## config.mk

```make
export PLATFORM = sky130hd
export DESIGN_NAME = dep_matrix_top
export DESIGN_NICKNAME = d
export VERILOG_FILES = /design/src/rtl/dep_matrix_pkg.sv /design/src/rtl/dep_matrix_cells.sv /design/src/rtl/dep_matrix_ctrl.sv /design/src/rtl/dep_matrix_top.sv
export SDC_FILE = /design/constraint.sdc
export NUM_CORES = 1
export LEC_CHECK = 0
export ABC_AREA = 1
export BUFFER_PORTS_ARGS = -buffer_cell sky130_fd_sc_hd__buf_2
export CAP_MARGIN = 10
export CORE_ASPECT_RATIO = 0.7
export CORE_MARGIN = 2
export CORE_UTILIZATION = 50
export DETAILED_ROUTE_END_ITERATION = 7
export PLACE_DENSITY = 0.69
export SLEW_MARGIN = 15
export SYNTH_ARGS = -nofsm -noshare
export SYNTH_HDL_FRONTEND = slang
export SYNTH_SLANG_ARGS = --single-unit
```

## constraint.sdc

```tcl
create_clock -name clk -period 3.9 [get_ports clk]
set_input_delay 0.39 -clock clk [delete_from_list [all_inputs] [get_ports clk]]
set_output_delay 0.39 -clock clk [all_outputs]
set_load 0.05 [all_outputs]
```

## src/rtl/dep_matrix_pkg.sv

```systemverilog
package dep_matrix_pkg;
  localparam int UNITS = 8;
  localparam int IDXW  = $clog2(UNITS);

  // strobes from control to the cell array
  typedef struct packed {
    logic [UNITS-1:0] rowLoad;   // one-hot: row written at issue
    logic [UNITS-1:0] rdSet;     // read-hold bits for the loaded row
    logic [UNITS-1:0] wrSet;     // write-hold bits for the loaded row
    logic [UNITS-1:0] colClear;  // columns of leaving units
    logic [UNITS-1:0] rowClear;  // rows of squashed units
  } strobeT;
endpackage

```

## src/rtl/dep_matrix_cells.sv

```systemverilog
module dep_matrix_cells
  import dep_matrix_pkg::*;
(
  input  logic             clk,
  input  logic             rstN,
  input  strobeT           strobe,
  output logic [UNITS-1:0] rowRdAny,
  output logic [UNITS-1:0] rowWrAny
);
  logic [UNITS-1:0] rdBits [UNITS];
  logic [UNITS-1:0] wrBits [UNITS];
  logic [UNITS-1:0] colAny;

  always_ff @(posedge clk or negedge rstN) begin
    if (!rstN) begin
      for (int i = 0; i < UNITS; i++) begin
        rdBits[i] <= '0;
        wrBits[i] <= '0;
      end
    end else begin
      for (int i = 0; i < UNITS; i++) begin
        if (strobe.rowLoad[i]) begin
          rdBits[i] <= strobe.rdSet;
          wrBits[i] <= strobe.wrSet;
        end else if (strobe.rowClear[i]) begin
          rdBits[i] <= '0;
          wrBits[i] <= '0;
        end else begin
          rdBits[i] <= rdBits[i] & ~strobe.colClear;
          wrBits[i] <= wrBits[i] & ~strobe.colClear;
        end
      end
    end
  end

  always_comb begin
    colAny = '0;
    for (int i = 0; i < UNITS; i++) begin
      rowRdAny[i] = |rdBits[i];
      rowWrAny[i] = |wrBits[i];
      colAny      = colAny | rdBits[i] | wrBits[i];
    end
  end

  for (genvar g = 0; g < UNITS; g++) begin : gChk
    // a leaving unit's column is empty after the edge
    p_col_cleared_r5: assert property (@(posedge clk) disable iff (!rstN)
      strobe.colClear[g] |=> !colAny[g]);
    // no unit ever depends on itself
    p_no_self_dep_r10: assert property (@(posedge clk) disable iff (!rstN)
      !rdBits[g][g] && !wrBits[g][g]);
  end
endmodule

```

## src/rtl/dep_matrix_ctrl.sv

```systemverilog
module dep_matrix_ctrl
  import dep_matrix_pkg::*;
(
  input  logic             clk,
  input  logic             rstN,
  input  logic             issueValid,
  input  logic [IDXW-1:0]  issueUnit,
  input  logic [UNITS-1:0] issueRdDeps,
  input  logic [UNITS-1:0] issueWrDeps,
  input  logic             issueInOrder,
  input  logic [UNITS-1:0] resultReady,
  input  logic [UNITS-1:0] holdWrite,
  input  logic [UNITS-1:0] goDie,
  input  logic [UNITS-1:0] rowRdAny,
  input  logic [UNITS-1:0] rowWrAny,
  output strobeT           strobe,
  output logic             issueStall,
  output logic [UNITS-1:0] goRead,
  output logic [UNITS-1:0] goWrite,
  output logic [UNITS-1:0] unitBusy
);
  logic [UNITS-1:0] busyQ, readQ;
  logic [UNITS-1:0] issueHot, loadHot, killNow, leaving, liveMask;
  logic             issueOk;

  assign issueHot   = {{(UNITS-1){1'b0}}, 1'b1} << issueUnit;
  assign issueStall = issueValid && busyQ[issueUnit];
  assign issueOk    = issueValid && !busyQ[issueUnit];
  assign loadHot    = issueOk ? issueHot : '0;

  assign goRead   = busyQ & ~readQ & ~rowRdAny & ~goDie;
  assign goWrite  = busyQ & readQ & resultReady & ~holdWrite & ~rowWrAny & ~goDie;
  assign killNow  = goDie & busyQ;
  assign leaving  = goWrite | killNow;
  assign liveMask = busyQ & ~leaving & ~issueHot;

  always_comb begin
    strobe.rowLoad  = loadHot;
    strobe.rdSet    = issueRdDeps & liveMask;
    strobe.wrSet    = (issueWrDeps | (issueInOrder ? busyQ : '0)) & liveMask;
    strobe.colClear = leaving;
    strobe.rowClear = killNow;
  end

  always_ff @(posedge clk or negedge rstN) begin
    if (!rstN) begin
      busyQ <= '0;
      readQ <= '0;
    end else begin
      busyQ <= (busyQ & ~leaving) | loadHot;
      readQ <= (readQ | goRead) & ~leaving & ~loadHot;
    end
  end

  assign unitBusy = busyQ;

  for (genvar g = 0; g < UNITS; g++) begin : gChk
    p_read_pulse_r2: assert property (@(posedge clk) disable iff (!rstN)
      goRead[g] |=> !goRead[g]);
    p_commit_frees_r5: assert property (@(posedge clk) disable iff (!rstN)
      goWrite[g] |=> !busyQ[g]);
    p_die_frees_r7: assert property (@(posedge clk) disable iff (!rstN)
      (goDie[g] && busyQ[g]) |=> !busyQ[g]);
  end
  // a refused issue leaves the target busy
  p_stall_busy_r8: assert property (@(posedge clk) disable iff (!rstN)
    (issueStall && !leaving[issueUnit]) |=> busyQ[$past(issueUnit)]);
endmodule

```

## src/rtl/dep_matrix_top.sv

```systemverilog
module dep_matrix_top
  import dep_matrix_pkg::*;
(
  input  logic             clk,
  input  logic             rstN,
  input  logic             issueValid,
  input  logic [IDXW-1:0]  issueUnit,
  input  logic [UNITS-1:0] issueRdDeps,
  input  logic [UNITS-1:0] issueWrDeps,
  input  logic             issueInOrder,
  input  logic [UNITS-1:0] resultReady,
  input  logic [UNITS-1:0] holdWrite,
  input  logic [UNITS-1:0] goDie,
  output logic             issueStall,
  output logic [UNITS-1:0] goRead,
  output logic [UNITS-1:0] goWrite,
  output logic [UNITS-1:0] unitBusy
);
  strobeT           strobe;
  logic [UNITS-1:0] rowRdAny, rowWrAny;

  dep_matrix_ctrl uCtrl (
    .clk, .rstN, .issueValid, .issueUnit, .issueRdDeps, .issueWrDeps,
    .issueInOrder, .resultReady, .holdWrite, .goDie,
    .rowRdAny, .rowWrAny, .strobe, .issueStall, .goRead, .goWrite, .unitBusy
  );

  dep_matrix_cells uCells (
    .clk, .rstN, .strobe, .rowRdAny, .rowWrAny
  );
endmodule

```

# Word-level counts from Yosys, hierarchy flattened
# Index checks and enable logic that the tools add are counted.
[op_classes] n_reduce_logical=19 bitwise=43 n_eq_ne=0 shift=1 n_mul=0 addsub=0 magnitude_cmp=1 div=0 n_mux=36
[ops] operator="8-bit two-way mux" n=34
[ops] operator="8-bit bitwise AND" n=31
[ops] operator="8-bit OR reduction" n=16
[ops] operator="8-bit NOT" n=8
[ops] operator="8-bit OR" n=4
[ops] operator="1-bit by 3-bit << shifter with 8-bit output, first input constant" n=1
[ops] operator="3-bit by 4-bit < comparator with 1-bit output, second input constant" n=1
[ops] operator="1-bit binary-select mux with 3-bit select" n=1
[ops] operator="1-bit logical AND" n=2
[ops] operator="1-bit zero test" n=1
[ops] operator="1-bit two-way mux" n=1
[totals] romBits=0 input_bits=47 latch_bits=0 mem_bits_rw=0 ff_bits=144 memories=0 out_inout_bits=25 elab_cells=118

# Depth between registers and ports, before layout
# Gate-level depths: netlist of the first run.
[depth] depth_word=11 ltp_mapped=11

# Hierarchy
# From an unflattened synthesis of the first run, not the netlist that was laid out.
[unflattened] hier_cells=1070 hier_area_um2=7810.0
[modules_own_cells] module="dep_matrix_cells" area_each_um2=6307.3 n_inst=1 cells_each=825
[modules_own_cells] module="dep_matrix_ctrl" area_each_um2=1502.7 n_inst=1 cells_each=245

# Least setup slack after synthesis of the first run
# Ideal clock, no wire load.
[synth_path] kind="register -> output" from="reg uCtrl.busyQ[3], in the netlist uCtrl.unitBusy[3]" to="out goRead[3]" path_slack_ps=1337 stages_incl_launch_ff=6 path_buffers=1 t_arrival_ps=2173 cell_sequence="dfrtp_1 > clkbuf_1 > inv_1 > nor2_1 > nand3_1 > nor3_1"
[synth_between] elab_chain_cells=3
[synth_rtl] element="start: declaration" line_no="dep_matrix_ctrl.sv:22" text="logic [UNITS-1:0] busyQ, readQ;"
[synth_rtl] element="start signal: assignment" line_no="dep_matrix_ctrl.sv:50" text="busyQ <= (busyQ & ~leaving) | loadHot;"
[synth_rtl] element="8-bit bitwise AND (3 in series)" line_no="dep_matrix_ctrl.sv:31" text="assign goRead = busyQ & ~readQ & ~rowRdAny & ~goDie;"
[synth_rtl] element="end: declaration" line_no="dep_matrix_top.sv:15" text="output logic [UNITS-1:0] goRead,"
# No other way between the ends.

# Worst setup path after layout of the first run
[layout_path] from="reg uCtrl.busyQ[1], in the netlist uCtrl.unitBusy[1]" to="out goWrite[1]"
[layout_between] elab_chain_cells=5
[layout_rtl] element="8-bit bitwise AND (5 in series)" line_no="dep_matrix_ctrl.sv:32" text="assign goWrite = busyQ & readQ & resultReady & ~holdWrite & ~rowWrAny & ~goDie;"
[layout_rtl] element="end: declaration" line_no="dep_matrix_top.sv:16" text="output logic [UNITS-1:0] goWrite,"
# No other way between the ends.

==> metrics.cfg, run 1 <==
[sta]
achievable-frequency_mhz = 445
final-max-slew-violation-count = 0
min_period_over_period_pct = 57.7
period_needed_ps = 2250
setup_viol_count_final = 0
whs_ps = 45.6
rsz0062_at_grt = no
relSlewSlack_pct = 22.4
skew_ps = 12.7
fin_tns_setup_ps = 0
timing_worst_slew_pin_value_ps = 1160
finalHoldViolations = 0

[global_routing]
first_global_vias = 6525
largest_net_degree_at_the_start_of_global_routing = 87
grt_pass1_wl_um = 35900
globalRouteTotalUtil_pct = 29.9
initial_antenna_violation_count = 0
grt-ovfl-total = 0

[worst_setup_path]
crit_fanout = 7
worst-r2r-cell-count = 5
worstSetupStartpointType = flip-flop
slowest_stage = dfrtp_1
timing.critical_path.max_delay_family = simple AND/OR/NAND/NOR gates
worst_reg2reg_path_endpoint = uCells.wrBits[6]$_DFF_PN0_
timing.critical_path.from = uCtrl.unitBusy[1]$_DFF_PN0_
crit_path_end_kind = primary output
worst-path-buf-inv = 2
cp_data_required_time_ps = 3510
crit_path_frequent_cell = nand3_1
regToRegSetupSlack_ps = 1810
worst_path_largest_cell_delay_ps = 510
crit_path_cell_trace = nand3_1 -> nor2_1 -> nand3_1 -> inv_1 -> buf_2
critPathKind = reg -> out
cp.arrival_ps = 1860
timing.rr.start = uCtrl.unitBusy[6]$_DFF_PN0_

[clocking]
ctsLongestPathBuffers = 2
clockRootBuffer = clkbuf_16
htree_levels = 4
clock_sink_count = 144
cts.hold.buffers_added = 0
tritoncts.num_buffers = 17
clock_slew_at_reported_path_ffs_ps = 60
postCtsResizedCells = 0
cts_post_setup_buffers_inserted = 0
tritoncts_clock_tree = done
clk_latency_ps = 430

[placement]
buffer_ports.inserted = 71
gp_routability_congestion = 0.873
place.detailed.hpwl_um = 15400
numPlacedInstances = 1273

[synthesis]
postSynthNetCount = 1078
yosys_register_bits = 144
yosys_warnings = 0
yosys.cell_types.count = 28
synth.cell_area_um2 = 7600
syn-mean-instance-area_um2 = 7.37
seq_area_frac_synth_pct = 47.4
syn_inst = 1031

[power_and_ir_drop]
p_leak_nw = 4.86
vdd_drop_max_mv = 0.277
pwr_density_cell_nw_per_um2 = 552

[finish]
sequential_cell_area_um2 = 3600
layout_commonest_cell = nand2_1
post_route_cells_drive_above_1_share_pct = 13.0
n_antenna_cell = 0
most-common-layout-cells = 319 x nand2_1, 176 x nor2_1, 144 x dfrtp_1, 128 x inv_1, 105 x nand3_1
multiInputGateArea_um2 = 3280
syn2layout_area_growth_pct = 13.2
finalNetCount = 1144
num-fill-cells = 1370
final_core_util_pct = 58.3
finalNonFillerCells = 1305

[detailed_routing]
route.detailed.vias_per_inst = 5.28
drc = 0
detailedRoute.firstPassIterationCount = 7
route.final.wire_length_um = 22500
drtAntennaViolNets = 0
vias = 6896
first_iteration_detailed_routing_drc_count = 899
avgRoutedWirePerCell_um = 17.2

[die]
initial_core_utilization_pct = 51.5
top_level_ports = 72
die_h_um = 107
die_w_um = 151
die_area_um2 = 16200
floorplan_core_area_um2 = 14800
fp-row-count = 37

[hold_path]
min-delay-path-class = in -> async

[status]
outcome = complete, no violations

[job]
timing.max_cap.violations = 0

-- per-stage QoR --
stage	worst slack (ps)	total power, mW	cell area [um2]
6_report	1650	4.75	8610
3_5_place_dp	1710	3.11	8030
3_3_place_gp	1770	3.11	8030
5_1_grt	1530	4.97	8610
2_1_floorplan	1340	2.69	7600
4_1_cts	1690	4.72	8610
-- synth_stat cells, drive strengths merged --
library cell | instances | area [um2]
nand2 | 329 | 1290
dfrtp | 144 | 3600
nand4 | 19 | 179
inv | 139 | 524
buf | 23 | 195
nand3 | 111 | 623
nand3b | 1 | 7.51
or2 | 1 | 6.26
nor2 | 185 | 772
and3 | 1 | 6.26
nor4 | 3 | 18.8
a21oi | 8 | 40.0
o21bai | 3 | 22.5
clkbuf | 2 | 7.51
o21ai | 49 | 245
nor3 | 13 | 65.1
-- where the power goes --
part           switching, mW  internal [mW]  total [mW]  leakage (nW)
clock                  0.669          0.958        1.63         0.276
combinational           1.03          0.330        1.36          2.59
sequential             0.143           1.61        1.76          1.99
total                   1.85           2.90        4.75          4.86
-- per-layer routing --
metal | up-vias | global-route usage (%) | part of all wire (%)
li1 | 3348 | - | -
met3 | 47 | 8.26 | 9.1
met2 | 281 | 42.6 | 42
met4 | 0 | 11.7 | 3.4
met5 | - | 0 | 0
met1 | 3220 | 43.3 | 45
-- layout make-up --
| cell class | instances | area share [%] |
|---|---|---|
| Timing Repair Buffer | 72 | 4.43 |
| Clock buffer | 19 | 5.15 |
| Inverter | 139 | 6.09 |
| Tap cell | 195 | 2.83 |
| Sequential cell | 144 | 41.9 |
| Multi-Input combinational cell | 723 | 38.1 |
| Clock inverter | 13 | 1.58 |
-- cells by family (layout without fill, tap and decap cells) --
| group | count (synthesis) | in the layout | synth area share, % |
|---|---|---|---|
| buffers and inverters | 164 | 243 | 9.56 |
| DFF | 144 | 144 | 47.4 |
| and+or+nand+nor | 663 | 663 | 39.0 |
| AOI/OAI and AO/OA | 60 | 60 | 4.05 |
-- registers in the layout (all words and copies together), names as in the netlist --
signal and cells:
uCells.wrBits 64, uCtrl.readQ 8, uCtrl.unitBusy 8, uCells.rdBits 64
-- how the worst max path moves through the flow --
stage | endpoint | slack [ps] | cells after the start
floorplan | goRead[3] | 1340 | 5
global placement | uCells.rdBits[52]$_DFF_PN0_ | 1770 | 7
detailed placement | uCells.rdBits[20]$_DFF_PN0_ | 1710 | 7
CTS | goWrite[1] | 1690 | 5
global route | goWrite[1] | 1530 | 5
finish | goWrite[1] | 1650 | 5
Power figures use the tool's default switching activity.
==> inputs of run 2 (changes only) <==
--- a/config.mk
+++ b/config.mk
@@ -12,7 +12,7 @@
 export CORE_MARGIN = 2
 export CORE_UTILIZATION = 50
 export DETAILED_ROUTE_END_ITERATION = 7
-export PLACE_DENSITY = 0.69
+export PLACE_DENSITY = 0.72
 export SLEW_MARGIN = 15
 export SYNTH_ARGS = -nofsm -noshare
 export SYNTH_HDL_FRONTEND = slang
==> constraint.sdc (replaced) <==
create_clock -name clk -period 2.02 [get_ports clk]
set_input_delay 0.202 -clock clk [delete_from_list [all_inputs] [get_ports clk]]
set_output_delay 0.202 -clock clk [all_outputs]
set_load 0.05 [all_outputs]
==> metrics.cfg, run 2 (same netlist as run 1, synthesis figures left out) <==
[die]
floorplan_core_area_um2 = 14800  ; unchanged
die_area_um2 = 16200  ; unchanged
fp-row-count = 37  ; unchanged
die_h_um = 107  ; unchanged
initial_core_utilization_pct = 51.5  ; unchanged
die_w_um = 151  ; unchanged
top_level_ports = 72  ; unchanged

[sta]
achievable-frequency_mhz = 512
rsz0062_at_grt = no  ; unchanged
finalHoldViolations = 0  ; unchanged
relSlewSlack_pct = 52.4  ; was 22.4%
timing_worst_slew_pin_value_ps = 711  ; was 1160 ps
period_needed_ps = 1950
setup_viol_count_final = 0  ; unchanged
skew_ps = 11.7  ; was 12.7 ps
final-max-slew-violation-count = 0  ; unchanged
whs_ps = 205  ; was 45.6 ps
min_period_over_period_pct = 96.7

[clocking]
htree_levels = 4  ; unchanged
clk_latency_ps = 420  ; was 430 ps
clock_sink_count = 144  ; unchanged
tritoncts_clock_tree = done  ; unchanged
clock_slew_at_reported_path_ffs_ps = 60  ; about the same
clockRootBuffer = clkbuf_16  ; unchanged
ctsLongestPathBuffers = 2  ; unchanged
tritoncts.num_buffers = 17  ; unchanged
cts_post_setup_buffers_inserted = 0  ; unchanged

[detailed_routing]
drtAntennaViolNets = 0  ; unchanged
detailedRoute.firstPassIterationCount = 5  ; was 7
avgRoutedWirePerCell_um = 16.6  ; was 17.2 um
route.final.wire_length_um = 22300  ; was 22500 um
drc = 0  ; unchanged
route.detailed.vias_per_inst = 5.27  ; was 5.28
first_iteration_detailed_routing_drc_count = 763  ; was 899
vias = 7087  ; was 6896

[finish]
finalNetCount = 1182  ; was 1144
most-common-layout-cells = 318 x nand2_1, 175 x nor2_1, 137 x dfrtp_1, 128 x inv_1, 105 x nand3_1  ; was 319 x nand2_1, 176 x nor2_1, 144 x dfrtp_1, 128 x inv_1, 105 x nand3_1
layout_commonest_cell = nand2_1  ; unchanged
sequential_cell_area_um2 = 3610  ; was 3600 um2
syn2layout_area_growth_pct = 18.1  ; was 13.2%
num-fill-cells = 1364  ; was 1370
post_route_cells_drive_above_1_share_pct = 17.2  ; was 13.0%
largest_registers = uCells.rdBits (64), uCells.wrBits (64)  ; unchanged
layout.cell_area.non_filler_um2 = 8980  ; was 8610 um2
multiInputGateArea_um2 = 3320  ; was 3280 um2

[global_routing]
globalRouteTotalUtil_pct = 29.3  ; was 29.9%
grt.met2_usage_pct = 43.3  ; was 42.6%
grt_pass1_wl_um = 35200  ; was 35900 um
first_global_vias = 6499  ; was 6525
grt-ovfl-total = 0  ; unchanged
grt.met1_usage_pct = 40.7  ; was 43.3%
global_route.peak_usage_layer = met2  ; was met1
gr-usage-met3_pct = 9.02  ; was 8.26%
largest_net_degree_at_the_start_of_global_routing = 83  ; was 87
initial_antenna_violation_count = 1  ; was 0

[worst_setup_path]
crit_path_cell_trace = nor4_1 -> and3_1 -> clkbuf_4  ; was nand3_1 -> nor2_1 -> nand3_1 -> inv_1 -> buf_2
regToRegSetupSlack_ps = 280  ; was 1810 ps
timing.rr.start = uCtrl.unitBusy[3]$_DFF_PN0_  ; was uCtrl.unitBusy[6]$_DFF_PN0_
worst_reg2reg_path_endpoint = uCells.rdBits[57]$_DFF_PN0_  ; was uCells.wrBits[6]$_DFF_PN0_
worst_path_largest_cell_delay_ps = 480  ; was 510 ps
critPathKind = reg -> out  ; unchanged
worst-r2r-cell-count = 8  ; was 5
crit_fanout = 2  ; was 7
worstSetupStartpointType = flip-flop  ; unchanged
cp_data_required_time_ps = 1820  ; was 3510 ps
cp.arrival_ps = 1750  ; was 1860 ps
worst-path-buf-inv = 1  ; was 2
timing.critical_path.from = uCells.rdBits[13]$_DFF_PN0_  ; was uCtrl.unitBusy[1]$_DFF_PN0_
slowest_stage = nor4_1  ; was dfrtp_1
timing.critical_path.max_delay_family = simple AND/OR/NAND/NOR gates  ; unchanged
crit_path_end_kind = primary output  ; unchanged

[hold_path]
holdPathStages = 6
min-delay-path-class = in -> reg  ; was in -> async
min_from = goDie[3]
whs_endpoint = uCells.wrBits[35]$_DFF_PN0_

[placement]
place.detailed.hpwl_um = 15600  ; was 15400 um
gp_routability_congestion = 0.882  ; was 0.873
post_dp_cell_area_um2 = 8340  ; was 8030 um2
buffer_ports.inserted = 71  ; unchanged

[power_and_ir_drop]
vdd_drop_max_mv = 0.580  ; was 0.277 mV
share_seq_of_total_power_pct = 36.3  ; was 37.0%
p_sw_mw = 3.61  ; was 1.85 mW
p_int_mw = 5.74  ; was 2.90 mW
power.combinational.fraction_pct = 30.1  ; was 28.7%
power_frac_clock_pct = 33.6  ; was 34.3%
p_leak_nw = 5.07  ; was 4.86 nW
pwr_density_cell_nw_per_um2 = 1040  ; was 552 nW/um2
swShare_pct = 38.6  ; was 38.9%

[status]
outcome = complete, no violations  ; unchanged

[job]
timing.max_cap.violations = 0  ; unchanged

run 2: cell types whose count changed in the layout (fill, tap and decap cells not counted), moves of 2 or more:
cell	change
clkinv_4	+2
inv_6	+3
dfrtp_1	-7
nor3_1	-7
diode_2	+2
nor3_2	+7
buf_4	+36
clkinv_2	-4
clkbuf_4	+4
buf_2	-4
clkbuf_8	+2
dfrtp_2	+7
run 2: power by group through the flow:
stage                     Combinational (mW)  Clock, mW  Sequential (mW)
after floorplan                         1.66          0             3.55
after global placement                  2.73          0             3.41
after detailed placement                2.75          0             3.42
after CTS                               2.77       3.16             3.38
after global routing                    3.06       3.30             3.42
final                                   2.81       3.14             3.39
run 2: repair_timing:
item                                   in CTS  in global routing
endpoints found under the hold margin     144                  0
gates resized for setup                     2                 13
gates cloned                                0                  0
setup endpoints to repair                   2                  7
hold buffers                                1                  0
run 2: area by class of cell:
class,count,area share (%)
sequential,144,40.2
multi-input combinational,723,36.9
timing repair buffer,110,7.70
inverter,139,5.84
clock buffer,20,5.20
tap,195,2.72
clock inverter,12,1.37
antenna,2,0.0557
run 2: per-stage QoR:
step | TNS, ps | total power [mW] | setup WS, ps | instances | util [%]
3_5_place_dp | 0 | 6.17 | 258 | 1310 | 56.5
5_1_grt | 0 | 9.78 | 6.91 | 1344 | 60.8
2_1_floorplan | -38.0 | 5.21 | -38.0 | 1031 | -
4_1_cts | 0 | 9.31 | 16.5 | 1343 | 60.6
6_report | 0 | 9.35 | 65.8 | 1345 | 60.8
3_3_place_gp | 0 | 6.15 | 290 | 1310 | 56.5
run 2: worst max path at each step:
stage / to / slack (ps) / depth (start not counted)
global route: goWrite[1] / 7 / 7
floorplan: uCtrl.readQ[3]$_DFF_PN0_ / -40 / 9
detailed placement: uCells.rdBits[62]$_DFF_PN0_ / 260 / 10
CTS: issueStall / 20 / 7
global placement: uCells.wrBits[27]$_DFF_PN0_ / 290 / 9
finish: goRead[6] / 70 / 3
run 2: routing by layer:
| layer | up-vias | part of all wire [%] |
|---|---|---|
| li1 | 3426 | - |
| met1 | 3282 | 44 |
| met2 | 323 | 43 |
| met3 | 56 | 10 |
| met4 | 0 | 3.1 |
| met5 | - | 0 |
run 2: worst min-delay path: cells and delay by family:
family                 cells  cell delay [ps]
and+or+nand+nor            3              210
buffers and inverters      3              180
==> inputs of run 3 (changes only) <==
==> constraint.sdc (replaced) <==
create_clock -name clk -period 2.02 [get_ports clk]
set_input_delay 0.101 -clock clk [delete_from_list [all_inputs] [get_ports clk]]
set_output_delay 0.101 -clock clk [all_outputs]
set_load 0.05 [all_outputs]
==> metrics.cfg, run 3 (same netlist as run 1, synthesis figures left out) <==
[status]
outcome = complete, no violations  ; unchanged

[worst_setup_path]
crit_path_end_kind = primary output  ; unchanged
worst_reg2reg_path_endpoint = uCells.rdBits[9]$_DFF_PN0_  ; was uCells.rdBits[57]$_DFF_PN0_
critPathKind = reg -> out  ; unchanged
worst-r2r-cell-count = 7  ; was 8
cp.arrival_ps = 1800  ; was 1750 ps
regToRegSetupSlack_ps = 140  ; was 280 ps
worstSetupStartpointType = flip-flop  ; unchanged
crit_fanout = 6  ; was 2
timing.rr.start = uCtrl.unitBusy[1]$_DFF_PN0_  ; was uCtrl.unitBusy[3]$_DFF_PN0_
cp_data_required_time_ps = 1920  ; was 1820 ps

[global_routing]
grt-ovfl-total = 0  ; unchanged
largest_net_degree_at_the_start_of_global_routing = 54  ; was 83
initial_antenna_violation_count = 0  ; was 1
grt_pass1_wl_um = 35900  ; was 35200 um
globalRouteTotalUtil_pct = 30.0  ; was 29.3%
first_global_vias = 6420  ; was 6499

[power_and_ir_drop]
share_seq_of_total_power_pct = 35.6  ; was 36.3%
swShare_pct = 38.1  ; was 38.6%
power.combinational.fraction_pct = 29.9  ; was 30.1%
p_int_mw = 5.86  ; was 5.74 mW
pwr_density_cell_nw_per_um2 = 1070  ; was 1040 nW/um2
p_leak_nw = 5.02  ; was 5.07 nW
power.total_mw = 9.47  ; was 9.35 mW
p_sw_mw = 3.61  ; about the same
vdd_drop_max_mv = 0.611  ; was 0.580 mV
power_frac_clock_pct = 34.4  ; was 33.6%

[hold_path]
whs_endpoint = uCtrl.readQ[3]$_DFF_PN0_  ; was uCells.wrBits[35]$_DFF_PN0_
holdPathStages = 6  ; unchanged
min-delay-path-class = in -> reg  ; unchanged
min_from = goDie[3]  ; unchanged

[sta]
timing_worst_slew_pin_value_ps = 1140  ; was 711 ps
relSlewSlack_pct = 23.7  ; was 52.4%
min_period_over_period_pct = 94.4  ; was 96.7%
setup_viol_count_final = 0  ; unchanged
fin_ws_ps = 114  ; was 65.8 ps
rsz0062_at_grt = no  ; unchanged
final-max-slew-violation-count = 0  ; unchanged
whs_ps = 127  ; was 205 ps
period_needed_ps = 1910  ; was 1950 ps
achievable-frequency_mhz = 525  ; was 512 MHz
skew_ps = 9.36  ; was 11.7 ps
finalHoldViolations = 0  ; unchanged

[finish]
most-common-layout-cells = 319 x nand2_1, 175 x nor2_1, 141 x dfrtp_1, 128 x inv_1, 105 x nand3_1  ; was 318 x nand2_1, 175 x nor2_1, 137 x dfrtp_1, 128 x inv_1, 105 x nand3_1
n_antenna_cell = 0  ; was 2
largest_registers = uCells.rdBits (64), uCells.wrBits (64)  ; unchanged
syn2layout_area_growth_pct = 16.9  ; was 18.1%
num-fill-cells = 1325  ; was 1364
layout_commonest_cell = nand2_1  ; unchanged
post_route_cells_drive_above_1_share_pct = 15.8  ; was 17.2%
finalNetCount = 1173  ; was 1182

[die]
die_h_um = 107  ; unchanged
die_area_um2 = 16200  ; unchanged
floorplan_core_area_um2 = 14800  ; unchanged
initial_core_utilization_pct = 51.5  ; unchanged
die_w_um = 151  ; unchanged
top_level_ports = 72  ; unchanged
fp-row-count = 37  ; unchanged

[detailed_routing]
detailedRoute.firstPassIterationCount = 5  ; unchanged
drc = 0  ; unchanged
avgRoutedWirePerCell_um = 17.3  ; was 16.6 um
drtAntennaViolNets = 0  ; unchanged
route.final.wire_length_um = 23100  ; was 22300 um
route.detailed.vias_per_inst = 5.28  ; was 5.27
first_iteration_detailed_routing_drc_count = 781  ; was 763
vias = 7044  ; was 7087

[clocking]
tritoncts_clock_tree = done  ; unchanged
clockRootBuffer = clkbuf_16  ; unchanged
clock_sink_count = 144  ; unchanged
ctsLongestPathBuffers = 2  ; unchanged
cts_post_setup_buffers_inserted = 0  ; unchanged
htree_levels = 4  ; unchanged
tritoncts.num_buffers = 17  ; unchanged
clock_slew_at_reported_path_ffs_ps = 60  ; about the same
clk_latency_ps = 430  ; was 420 ps

[placement]
place.detailed.hpwl_um = 16200  ; was 15600 um
dp_worst_setup_slack_ps = 154  ; was 258 ps
buffer_ports.inserted = 71  ; unchanged
gp_routability_congestion = 0.935  ; was 0.882

[job]
timing.max_cap.violations = 0  ; unchanged

-- run 3: cell count changes in the layout (fill, tap and decap cells not counted), sizes merged --
cell | before | now
buf | 105 | 99
bufinv | 1 | 3
clkbuf | 24 | 20
clkinvlp | 3 | 4
diode | 2 | 0
inv | 144 | 141
-- run 3: area by class of cell --
type	count	area [um2]	area share, %
clock inverters	12	160	1.80
clock buffers	19	443	4.98
flip-flops and latches	144	3610	40.6
well taps	195	244	2.75
inverters	139	524	5.90
multi-input cells	723	3300	37.2
repair buffers	101	604	6.80
-- run 3: power by group through the flow --
| stage | clock (mW) | combinational, mW | sequential (mW) |
|---|---|---|---|
| 2_1_floorplan | 0 | 1.66 | 3.55 |
| 4_1_cts | 3.26 | 2.79 | 3.36 |
| 6_report | 3.26 | 2.84 | 3.37 |
| 3_5_place_dp | 0 | 2.77 | 3.40 |
| 5_1_grt | 3.39 | 3.09 | 3.40 |
| 3_3_place_gp | 0 | 2.75 | 3.40 |
-- run 3: how the worst max path moves through the flow --
stage / end / from / slack [ps]
CTS: issueStall / uCtrl.unitBusy[2]$_DFF_PN0_ / 80
detailed placement: uCells.rdBits[51]$_DFF_PN0_ / uCtrl.unitBusy[3]$_DFF_PN0_ / 150
floorplan: uCtrl.readQ[3]$_DFF_PN0_ / uCtrl.unitBusy[3]$_DFF_PN0_ / -40
global route: issueStall / uCtrl.unitBusy[2]$_DFF_PN0_ / 30
global placement: uCells.rdBits[51]$_DFF_PN0_ / uCtrl.unitBusy[3]$_DFF_PN0_ / 160
finish: goRead[6] / uCtrl.unitBusy[6]$_DFF_PN0_ / 110
-- run 3: routing by layer --
metal / vias to the layer above / global-route usage, % / part of all wire [%]
met5: - / 0 / 0
met4: 0 / 9.61 / 2.5
met3: 44 / 9.36 / 9.5
met2: 267 / 43.8 / 44
met1: 3339 / 42.7 / 44
li1: 3394 / - / -
-- run 3: per-stage QoR --
step                      setup TNS, ps  utilization (%)  cells  instance area (um2)
after floorplan                   -38.0                -   1031                 7630
after global placement                0             55.9   1301                 8260
after detailed placement              0             55.9   1301                 8260
after CTS                             0             60.1   1333                 8870
after global routing                  0             60.2   1333                 8890
final                                 0             60.2   1333                 8890
-- run 3: repair_timing --
action | CTS | global route
endpoints found under the hold margin | 45 | 0
resized for setup | 0 | 6
endpoints found under the setup margin | 0 | 11
hold buffers | 1 | 0
-- run 3: critical path: stages (launching register included) --
cell,delay (ps)
dfrtp_1,450
nand2_1,170
nor3_1,260
and3_1,230
buf_2,270
